### config.mk
export PLATFORM = sky130hd
export DESIGN_NAME = sdcmd_seq
export DESIGN_NICKNAME = d
export VERILOG_FILES = /design/src/rtl/sdcmd_pkg.sv /design/src/rtl/sdcmd_dpath.sv /design/src/rtl/sdcmd_ctrl.sv /design/src/rtl/sdcmd_seq.sv
export SDC_FILE = /design/constraint.sdc
export NUM_CORES = 1
export LEC_CHECK = 0
export ABC_AREA = 1
export CAP_MARGIN = 20
export CORE_AREA = 2 2 163 165
export CTS_CLUSTER_SIZE = 20
export DETAILED_ROUTE_END_ITERATION = 16
export DIE_AREA = 0 0 165 167
export PLACE_DENSITY = 0.75
export SLEW_MARGIN = 20
export SYNTH_ARGS = -nofsm -noshare
export SYNTH_HDL_FRONTEND = slang
export SYNTH_SLANG_ARGS = --single-unit
### constraint.sdc
create_clock -name clk -period 2.6 [get_ports clk]
set_input_delay 0.78 -clock clk [delete_from_list [all_inputs] [get_ports clk]]
set_output_delay 0.78 -clock clk [all_outputs]
set_load 0.005 [all_outputs]
### src/rtl/sdcmd_pkg.sv
package sdcmd_pkg;
  localparam int WORD_W    = 32;
  localparam int RSP_WORDS = 4;
  localparam int RSP_BITS  = WORD_W * RSP_WORDS;
  localparam int IDX_W     = 6;
  localparam int LEN_W     = 5;

  // command register bit positions
  localparam int START_BIT    = 31;
  localparam int CLKCHG_BIT   = 21;
  localparam int AUTOSTOP_BIT = 12;
  localparam int LONG_BIT     = 7;
  localparam int RSPEXP_BIT   = 6;

  // status-set bit positions decoded by the interrupt block
  localparam int ST_NORSP = 1;
  localparam int ST_DONE  = 2;
  localparam int ST_AUTO  = 14;

  localparam logic [IDX_W-1:0] STOP_INDEX = 6'd12;
  localparam logic [LEN_W-1:0] SHORT_LEN  = 5'd4;
  localparam logic [LEN_W-1:0] LONG_LEN   = 5'd16;

  // register word addresses
  localparam int ADDR_CMD  = 0;
  localparam int ADDR_ARG  = 1;
  localparam int ADDR_RSP0 = 2;

  typedef enum logic [1:0] {S_IDLE, S_WAIT_CMD, S_WAIT_STOP} seqState_t;

  typedef struct packed {
    logic cmdWr;
    logic argWr;
    logic rspLoad;
    logic stopSel;
  } dpStrobe_t;
endpackage

### src/rtl/sdcmd_dpath.sv
module sdcmd_dpath
  import sdcmd_pkg::*;
#(
  parameter int ADDR_W = 3
) (
  input  logic                clk,
  input  logic                rstN,
  input  dpStrobe_t           strobe,
  input  logic                regWrEn,
  input  logic [ADDR_W-1:0]   regAddr,
  input  logic [WORD_W-1:0]   regWrData,
  input  logic                rspError,
  input  logic [LEN_W-1:0]    rspLen,
  input  logic [RSP_BITS-1:0] rspData,
  output logic [WORD_W-1:0]   cmdWord,
  output logic [WORD_W-1:0]   argWord,
  output logic [RSP_BITS-1:0] respWords,
  output logic [IDX_W-1:0]    reqIndex,
  output logic [WORD_W-1:0]   reqArg,
  output logic                rspGood
);
  logic longReq, rspExp;
  assign longReq = cmdWord[LONG_BIT];
  assign rspExp  = cmdWord[RSPEXP_BIT];

  always_comb begin
    if (rspError)     rspGood = 1'b0;
    else if (!rspExp) rspGood = 1'b1;
    else              rspGood = longReq ? (rspLen == LONG_LEN) : (rspLen == SHORT_LEN);
  end

  // stop command substitutes index and argument on the wire only
  assign reqIndex = strobe.stopSel ? STOP_INDEX : cmdWord[IDX_W-1:0];
  assign reqArg   = strobe.stopSel ? '0 : argWord;

  always_ff @(posedge clk) begin
    if (!rstN) begin
      cmdWord <= '0;
      argWord <= '0;
    end else begin
      if (strobe.cmdWr) cmdWord <= {1'b0, regWrData[WORD_W-2:0]};
      if (strobe.argWr) argWord <= regWrData;
    end
  end

  for (genvar i = 0; i < RSP_WORDS; i++) begin : g_rsp
    logic [WORD_W-1:0] nextWord;
    logic              swHit;
    assign swHit = regWrEn && (int'(regAddr) == ADDR_RSP0 + i);
    if (i == 0) begin : g_first
      assign nextWord = longReq ? rspData[WORD_W-1:0] : rspData[RSP_BITS-1 -: WORD_W];
    end else begin : g_rest
      assign nextWord = longReq ? rspData[WORD_W*i +: WORD_W] : '0;
    end
    always_ff @(posedge clk) begin
      if (!rstN)               respWords[WORD_W*i +: WORD_W] <= '0;
      else if (strobe.rspLoad) respWords[WORD_W*i +: WORD_W] <= nextWord;
      else if (swHit)          respWords[WORD_W*i +: WORD_W] <= regWrData;
    end
  end
endmodule

### src/rtl/sdcmd_ctrl.sv
module sdcmd_ctrl
  import sdcmd_pkg::*;
#(
  parameter int ADDR_W   = 3,
  parameter int STATUS_W = 16
) (
  input  logic                clk,
  input  logic                rstN,
  input  logic                regWrEn,
  input  logic [ADDR_W-1:0]   regAddr,
  input  logic [WORD_W-1:0]   regWrData,
  input  logic                dataDone,
  input  logic                cmdAutoStop,
  input  logic                cmdRspExp,
  input  logic                rspValid,
  input  logic                rspGood,
  output dpStrobe_t           strobe,
  output logic                reqValid,
  output logic                busy,
  output logic [STATUS_W-1:0] statusSet
);
  seqState_t state;
  logic      autoPend;
  logic      startNow, clkOnly, rspTake, stopReq;

  assign busy     = (state != S_IDLE) || autoPend;
  assign reqValid = (state != S_IDLE);
  assign rspTake  = reqValid && rspValid;
  assign stopReq  = dataDone && cmdAutoStop;

  assign strobe.cmdWr   = regWrEn && (int'(regAddr) == ADDR_CMD) && !busy;
  assign strobe.argWr   = regWrEn && (int'(regAddr) == ADDR_ARG) && !busy;
  assign strobe.rspLoad = rspTake && rspGood && cmdRspExp;
  assign strobe.stopSel = (state == S_WAIT_STOP);

  assign startNow = strobe.cmdWr && regWrData[START_BIT];
  assign clkOnly  = startNow && regWrData[CLKCHG_BIT];

  always_ff @(posedge clk) begin
    if (!rstN) begin
      state     <= S_IDLE;
      autoPend  <= 1'b0;
      statusSet <= '0;
    end else begin
      statusSet <= '0;
      unique case (state)
        S_IDLE: begin
          if (autoPend) begin
            state    <= S_WAIT_STOP;
            autoPend <= 1'b0;
          end else if (clkOnly) begin
            statusSet[ST_DONE] <= 1'b1;
          end else if (startNow) begin
            state <= S_WAIT_CMD;
          end
        end
        S_WAIT_CMD, S_WAIT_STOP: begin
          if (rspValid) begin
            if (rspGood) statusSet[ST_DONE]  <= 1'b1;
            else         statusSet[ST_NORSP] <= 1'b1;
            if (state == S_WAIT_STOP) statusSet[ST_AUTO] <= 1'b1;
            state <= S_IDLE;
          end
        end
        default: state <= S_IDLE;
      endcase
      if (stopReq) autoPend <= 1'b1;
    end
  end
endmodule

### src/rtl/sdcmd_seq.sv
module sdcmd_seq
  import sdcmd_pkg::*;
#(
  parameter int ADDR_W   = 3,
  parameter int STATUS_W = 16
) (
  input  logic                clk,
  input  logic                rstN,
  input  logic                regWrEn,
  input  logic [ADDR_W-1:0]   regAddr,
  input  logic [WORD_W-1:0]   regWrData,
  input  logic                dataDone,
  output logic                reqValid,
  output logic [IDX_W-1:0]    reqIndex,
  output logic [WORD_W-1:0]   reqArg,
  input  logic                rspValid,
  input  logic                rspError,
  input  logic [LEN_W-1:0]    rspLen,
  input  logic [RSP_BITS-1:0] rspData,
  output logic                busy,
  output logic [WORD_W-1:0]   cmdWord,
  output logic [WORD_W-1:0]   argWord,
  output logic [RSP_BITS-1:0] respWords,
  output logic [STATUS_W-1:0] statusSet
);
  dpStrobe_t strobe;
  logic      rspGood;

  sdcmd_ctrl #(.ADDR_W(ADDR_W), .STATUS_W(STATUS_W)) u_ctrl (
    .clk(clk), .rstN(rstN), .regWrEn(regWrEn), .regAddr(regAddr),
    .regWrData(regWrData), .dataDone(dataDone),
    .cmdAutoStop(cmdWord[AUTOSTOP_BIT]), .cmdRspExp(cmdWord[RSPEXP_BIT]),
    .rspValid(rspValid), .rspGood(rspGood), .strobe(strobe),
    .reqValid(reqValid), .busy(busy), .statusSet(statusSet)
  );

  sdcmd_dpath #(.ADDR_W(ADDR_W)) u_dpath (
    .clk(clk), .rstN(rstN), .strobe(strobe), .regWrEn(regWrEn),
    .regAddr(regAddr), .regWrData(regWrData), .rspError(rspError),
    .rspLen(rspLen), .rspData(rspData), .cmdWord(cmdWord),
    .argWord(argWord), .respWords(respWords), .reqIndex(reqIndex),
    .reqArg(reqArg), .rspGood(rspGood)
  );
endmodule

# After elaboration in Yosys (flattened, before gate mapping)
# Index checks and enable logic that the tools add are counted.
[word_totals]
regBits = 210
in_bits = 174
out_inout_bits = 248
wordCells = 81
[op_classes]
n_eq_ne = 12
n_mux = 31
reduce_logical = 27
[op_table]
columns = ["op", "n"]
rows = [
  ["$mux 32", 13],
  ["$logic_and 1x1->1", 14],
  ["$eq 3x3->1 const B", 4],
  ["$reduce_bool 2->1", 6],
  ["$mux 1", 10],
  ["$mux 2", 5],
  ["$mux 6", 1],
  ["$reduce_and 3->1", 2],
  ["$eq 5x3->1 const B", 1],
  ["$eq 5x5->1 const B", 1],
  ["$pmux 2 s2", 1],
  ["$eq 3x2->1 const B", 1],
  ["$logic_not 3->1", 1],
  ["$ne 3x1->1 const B", 1],
  ["$ne 3x2->1 const B", 1],
  ["$eq 2x1->1 const B", 1],
  ["$eq 2x2->1 const B", 1],
  ["$logic_not 2->1", 1],
  ["$ne 2x2->1 const B", 1],
  ["$pmux 1 s2", 1],
  ["$reduce_or 2->1", 1],
  ["$logic_not 1->1", 1],
  ["$logic_or 1x1->1", 1],
]

# Longest topological paths before layout
# Gate-level depths: netlist of the first run.
[depth]
word_depth = 9
mapped_depth = 12
depth_no_buf = 11

# Hierarchy
# Synthesis of the first run repeated with hierarchy kept, for this count alone.
[hier_totals]
hier_cells = 1649
hier_area_um2 = 10356.2
[by_module_without_submodules]
columns = ["module", "n_inst", "cells_per_inst", "area_per_inst_um2", "seq_area_each_um2"]
rows = [
  ["sdcmd_dpath", 1, 1588, 9912.0, 3823.7],
  ["sdcmd_ctrl", 1, 61, 444.2, 120.1],
]

# Worst setup path after synthesis of the first run
# No wires, ideal clock.
[synth_timing]
kind = "in2reg"
from = "in regAddr[1]"
to = "reg u_dpath.respWords[80]"
setup_time_ps = 110
t_arrival_ps = 1871
required_time_ps = 2490
setup_slack_ps = 619
stages = 8
n_path_buf = 1
path_cell_list = "or2_2 > nor3_2 > inv_1 > clkbuf_1 > nand3_1 > nand3_1 > nand2_1 > inv_1"
[synth_between]
elab_chain_len = 3
[synth_rtl]
columns = ["element", "line_no", "text"]
rows = [
  ["from (decl)", "sdcmd_seq.sv:10", "input logic [ADDR_W-1:0] regAddr,"],
  ["$eq 3x3->1", "sdcmd_dpath.sv:49", "assign swHit = regWrEn && (int'(regAddr) == ADDR_RSP0 + i);"],
  ["$logic_and 1x1->1", "sdcmd_dpath.sv:49", ""],
  ["$reduce_bool 2->1 (no line)", "--", ""],
  ["to (signal, indexed assignment)", "sdcmd_dpath.sv:57", "else if (strobe.rspLoad) respWords[WORD_W*i +: WORD_W] <= nextWord;"],
  ["to (signal, indexed assignment)", "sdcmd_dpath.sv:58", "else if (swHit) respWords[WORD_W*i +: WORD_W] <= regWrData;"],
  ["to (decl)", "sdcmd_dpath.sv:17", "output logic [RSP_BITS-1:0] respWords,"],
]
# No other way between the ends.
# A chain may end at the register's enable or synchronous reset.

# Worst setup path after layout of the first run
[layout_timing]
from = "reg u_ctrl.state[1]"
to = "out reqValid"
[layout_between]
elab_chain_len = 1
[layout_rtl]
columns = ["element", "line_no", "text"]
rows = [
  ["from (decl)", "sdcmd_ctrl.sv:22", "seqState_t state;"],
  ["from (signal assigned)", "sdcmd_ctrl.sv:41", "state <= S_IDLE;"],
  ["from (signal assigned)", "sdcmd_ctrl.sv:49", "state <= S_WAIT_STOP;"],
  ["from (signal assigned)", "sdcmd_ctrl.sv:54", "state <= S_WAIT_CMD;"],
  ["$reduce_bool 2->1", "sdcmd_ctrl.sv:27", "assign reqValid = (state != S_IDLE);"],
  ["to (decl)", "sdcmd_seq.sv:13", "output logic reqValid,"],
]
# No other way between the ends.

==> impl_results.md, run 1 <==
- Status: finished, final reports clean
- Crit path time final: between 2 and 2.5 ns
- Synth Area in Simple Gates: between 30% and 40%
- Overall track demand over capacity in global routing: about a third
- Final Hold Vio Count: 0
- CTS buffer count: 17
- Grt ovf: 0
- Post-Synth Adder-Cell Area: less than 1%
- Compound-Gate Fraction of Synth Area: 9.78%
- Highest routed layer: met4
- Synth async-reset ratio: 0%
- Wire length on met3: around 4800 um
- Hold slack: around 0.47 ns
- P&R area growth vs syn: 51.1%
- HPWL after detailed placement: approximately 32,000 um
- Post-synth EDFFs: 0
- Ratio of final minimum period to clock period: 94.4%
- Post-Synth XOR/XNOR Area: 0%
- Sink Count: between 150 and 200
- Worst path required time: 1.82 ns
- Rows: 59
- H-tree Lvls: 4
- Fmax: 407 MHz
- Type of origin of the critical path: register
- Worst skew pair latency: 0.44 ns
- Setup TNS Final: 0 ns
- Power Density: 464 mW/mm^2
- Vias in the first global route: 11,600
- Routability Congestion: around 0.89
- Antenna viol nets, final: 0
- Setup slack after layout: roughly 0.14 ns
- First drt pass iteration count: 6
- Max Clock Skew: about 0.015 ns
- Combinational family with the most area after synthesis: simple AND/OR/NAND/NOR gates
- Worst Path Max Fanout: 4
- Synth Register Bits: just under 200
- Chip height: approximately 170 um
- Synthesized area per cell: about 6.5 um^2
- WS Path Type: reg -> out
- CORE AREA: between 0.02 and 0.03 mm^2
- Reg-to-reg slack, setup: just under 0.7 ns
- Rel. slew slack: a little over half
- Main synth FF type: dfxtp_1
- Setup Viol. Count Final: 0
- Slew Viols, Final: 0
- Peak VDD IR: about 0.00033 V
- Most common cell after layout, fill and taps aside: clkdlybuf4s50_1
- First-pass GRT wire length: ~66,000 um
- DR vias: between 10,000 and 15,000
- Layout Nets: 2,150
- Crit end category: output pin
- Met2 routed WL: 20,700 um
- Setup WS pre-CTS: about 0.032 ns
- Cell area after synthesis: around 0.010 mm^2
- Met1 Wirelength: around 16,000 um
- CTS tree: yes
- Hold_buf cts: 0
- Pin count of the biggest net entering global routing: ~130
- DIE AREA: roughly 0.028 mm^2
- Max Cap Violations: 0
- Leakage: roughly 8.1 nW
- Mux cell area share after synthesis: under 10%
- Initial antenna violation count: 3
- Hold crit path type: reg -> reg
- Postcts setup bufs: 0
- PortBufs: roughly 400
- Tightest Pin Transition: slightly below 0.7 ns
- Worst Path Arrival: between 1.5 and 2 ns
- Yosys cell types: 23
- Vias per cell: roughly 5.4
- Width of the die: around 170 um
- Multi-input gate area: between 0.004 and 0.005 mm^2
- RSZ-0062 raised after global routing: false
- Share of layout cells above drive strength 1: between 5 and 6%
- # IOs: approximately 420
- FF/Latch Area: roughly 0.0040 mm^2
- CTS Buffer Depth: 2
- Iter 0 DRT Violations: roughly 1,300
- Mapped Cells: around 1,600
- Wirelength, routed: roughly 45,000 um
- Leading cell types in the layout, fill and taps excluded: clkdlybuf4s50_1 (367), inv_1 (290), nand3_1 (289), nand2_1 (227), dfxtp_1 (194)
- Drt drc: 0
- Sequential share of the synthesized area: 37.6%
- Initial core utilization: between 40 and 50%
- Clk slew on worst S/H paths: roughly 0.08 ns
- Yosys warnings: 0
- Routed len/inst: ~19 um
- Fillers: between 2,000 and 2,500
- Root Driver: clkbuf_16
## power breakdown
group | leakage (nW) | switching (mW) | total (mW) | internal, mW
Sequential | 1.60 | 0.0588 | 3.17 | 3.11
Clock | 0.314 | 1.38 | 2.90 | 1.52
Combinational | 6.22 | 0.649 | 1.28 | 0.626
Total | 8.14 | 2.09 | 7.35 | 5.26
## state kept, by name, summed over array words and instances, names as in the netlist
register / flops
u_dpath.respWords: 128
u_dpath.argWord: 32
u_dpath.cmdWord: 31
u_ctrl.statusSet: 3
u_ctrl.state: 2
u_ctrl.autoPend: 1
## kinds of logic after synthesis
group	count (synthesis)
compound gates	205
buf+inv	443
simple gates	738
fa+ha+maj	3
flops	197
mux	32
other cells	1
## path summary, 6_finish.rpt
| check | start | endpoint | cells past startpoint |
|---|---|---|---|
| worst max register to register | u_dpath.cmdWord[6]$_SDFFE_PN0N_ | u_dpath.respWords[13]$_SDFFE_PN0P_ | 9 |
| worst min register to register | u_dpath.argWord[2]$_SDFFE_PN0P_ | u_dpath.argWord[2]$_SDFFE_PN0P_ | 2 |
| worst min-delay path | u_dpath.argWord[2]$_SDFFE_PN0P_ | u_dpath.argWord[2]$_SDFFE_PN0P_ | 2 |
| worst max-delay path | u_ctrl.state[1]$_SDFFE_PN0P_ | reqValid | 4 |
## routing by layer
metal  track usage [%]  vias to the layer above
met5                 0                        -
met4              20.2                        0
met3              8.39                      141
met2              51.7                      747
met1              37.0                     5696
li1                  -                     5876
## metrics by stage
| stage | cell area, um^2 | utilization [%] | power [mW] | cells |
|---|---|---|---|---|
| after floorplan | 10500 | - | 3.68 | 1632 |
| after global placement | 15200 | 58.8 | 4.48 | 2288 |
| after detailed placement | 15200 | 58.8 | 4.50 | 2288 |
| after CTS | 15800 | 61.4 | 7.37 | 2321 |
| after global routing | 15800 | 61.5 | 7.60 | 2323 |
| final | 15800 | 61.5 | 7.35 | 2323 |
## worst max-delay path: stages, from the launching register on
cell and delay (ns):
dfxtp_4 0.38, inv_1 0.07, ha_4 0.18, inv_2 0.08, clkdlybuf4s50_1 0.54
## area by class of cell
cell class	count	area share (%)
Clock inverter	14	1.29
Inverter	296	7.02
Multi-Input combinational cell	992	31.0
Tap cell	335	2.64
Antenna cell	2	0.0316
Sequential cell	197	24.9
Timing Repair Buffer	469	30.3
Clock buffer	18	2.77
## synthesized netlist by cell type (all sizes together) (3+ instances only)
cell / count / share of area [%]
nand3: 292 / 14
inv: 295 / 11
ha: 3 / 0.36
dfxtp: 197 / 38
mux2i: 32 / 3.1
nand2: 229 / 8.2
nor2: 122 / 4.4
nand4: 92 / 5.5
buf: 61 / 3.1
clkbuf: 86 / 3.1
a21oi: 45 / 2.1
o21ai: 160 / 7.6
## what timing repair did
item / 4_1_cts / 5_1_grt
gates resized for setup: 49 / 7
pin swaps: 0 / 0
gates cloned: 1 / 0
setup endpoints to repair: 40 / 3
hold endpoints to repair: 0 / 0
No activity file was read; power rests on OpenSTA's default activity.
==> inputs of run 2 (changes only) <==
--- a/config.mk
+++ b/config.mk
@@ -6,7 +6,6 @@
 export NUM_CORES = 1
 export LEC_CHECK = 0
 export ABC_AREA = 1
-export CAP_MARGIN = 20
 export CORE_AREA = 2 2 163 165
 export CTS_CLUSTER_SIZE = 20
 export DETAILED_ROUTE_END_ITERATION = 16
==> results of run 2 <==
No change in the layout: final DEF, timing and power equal those of run 1.
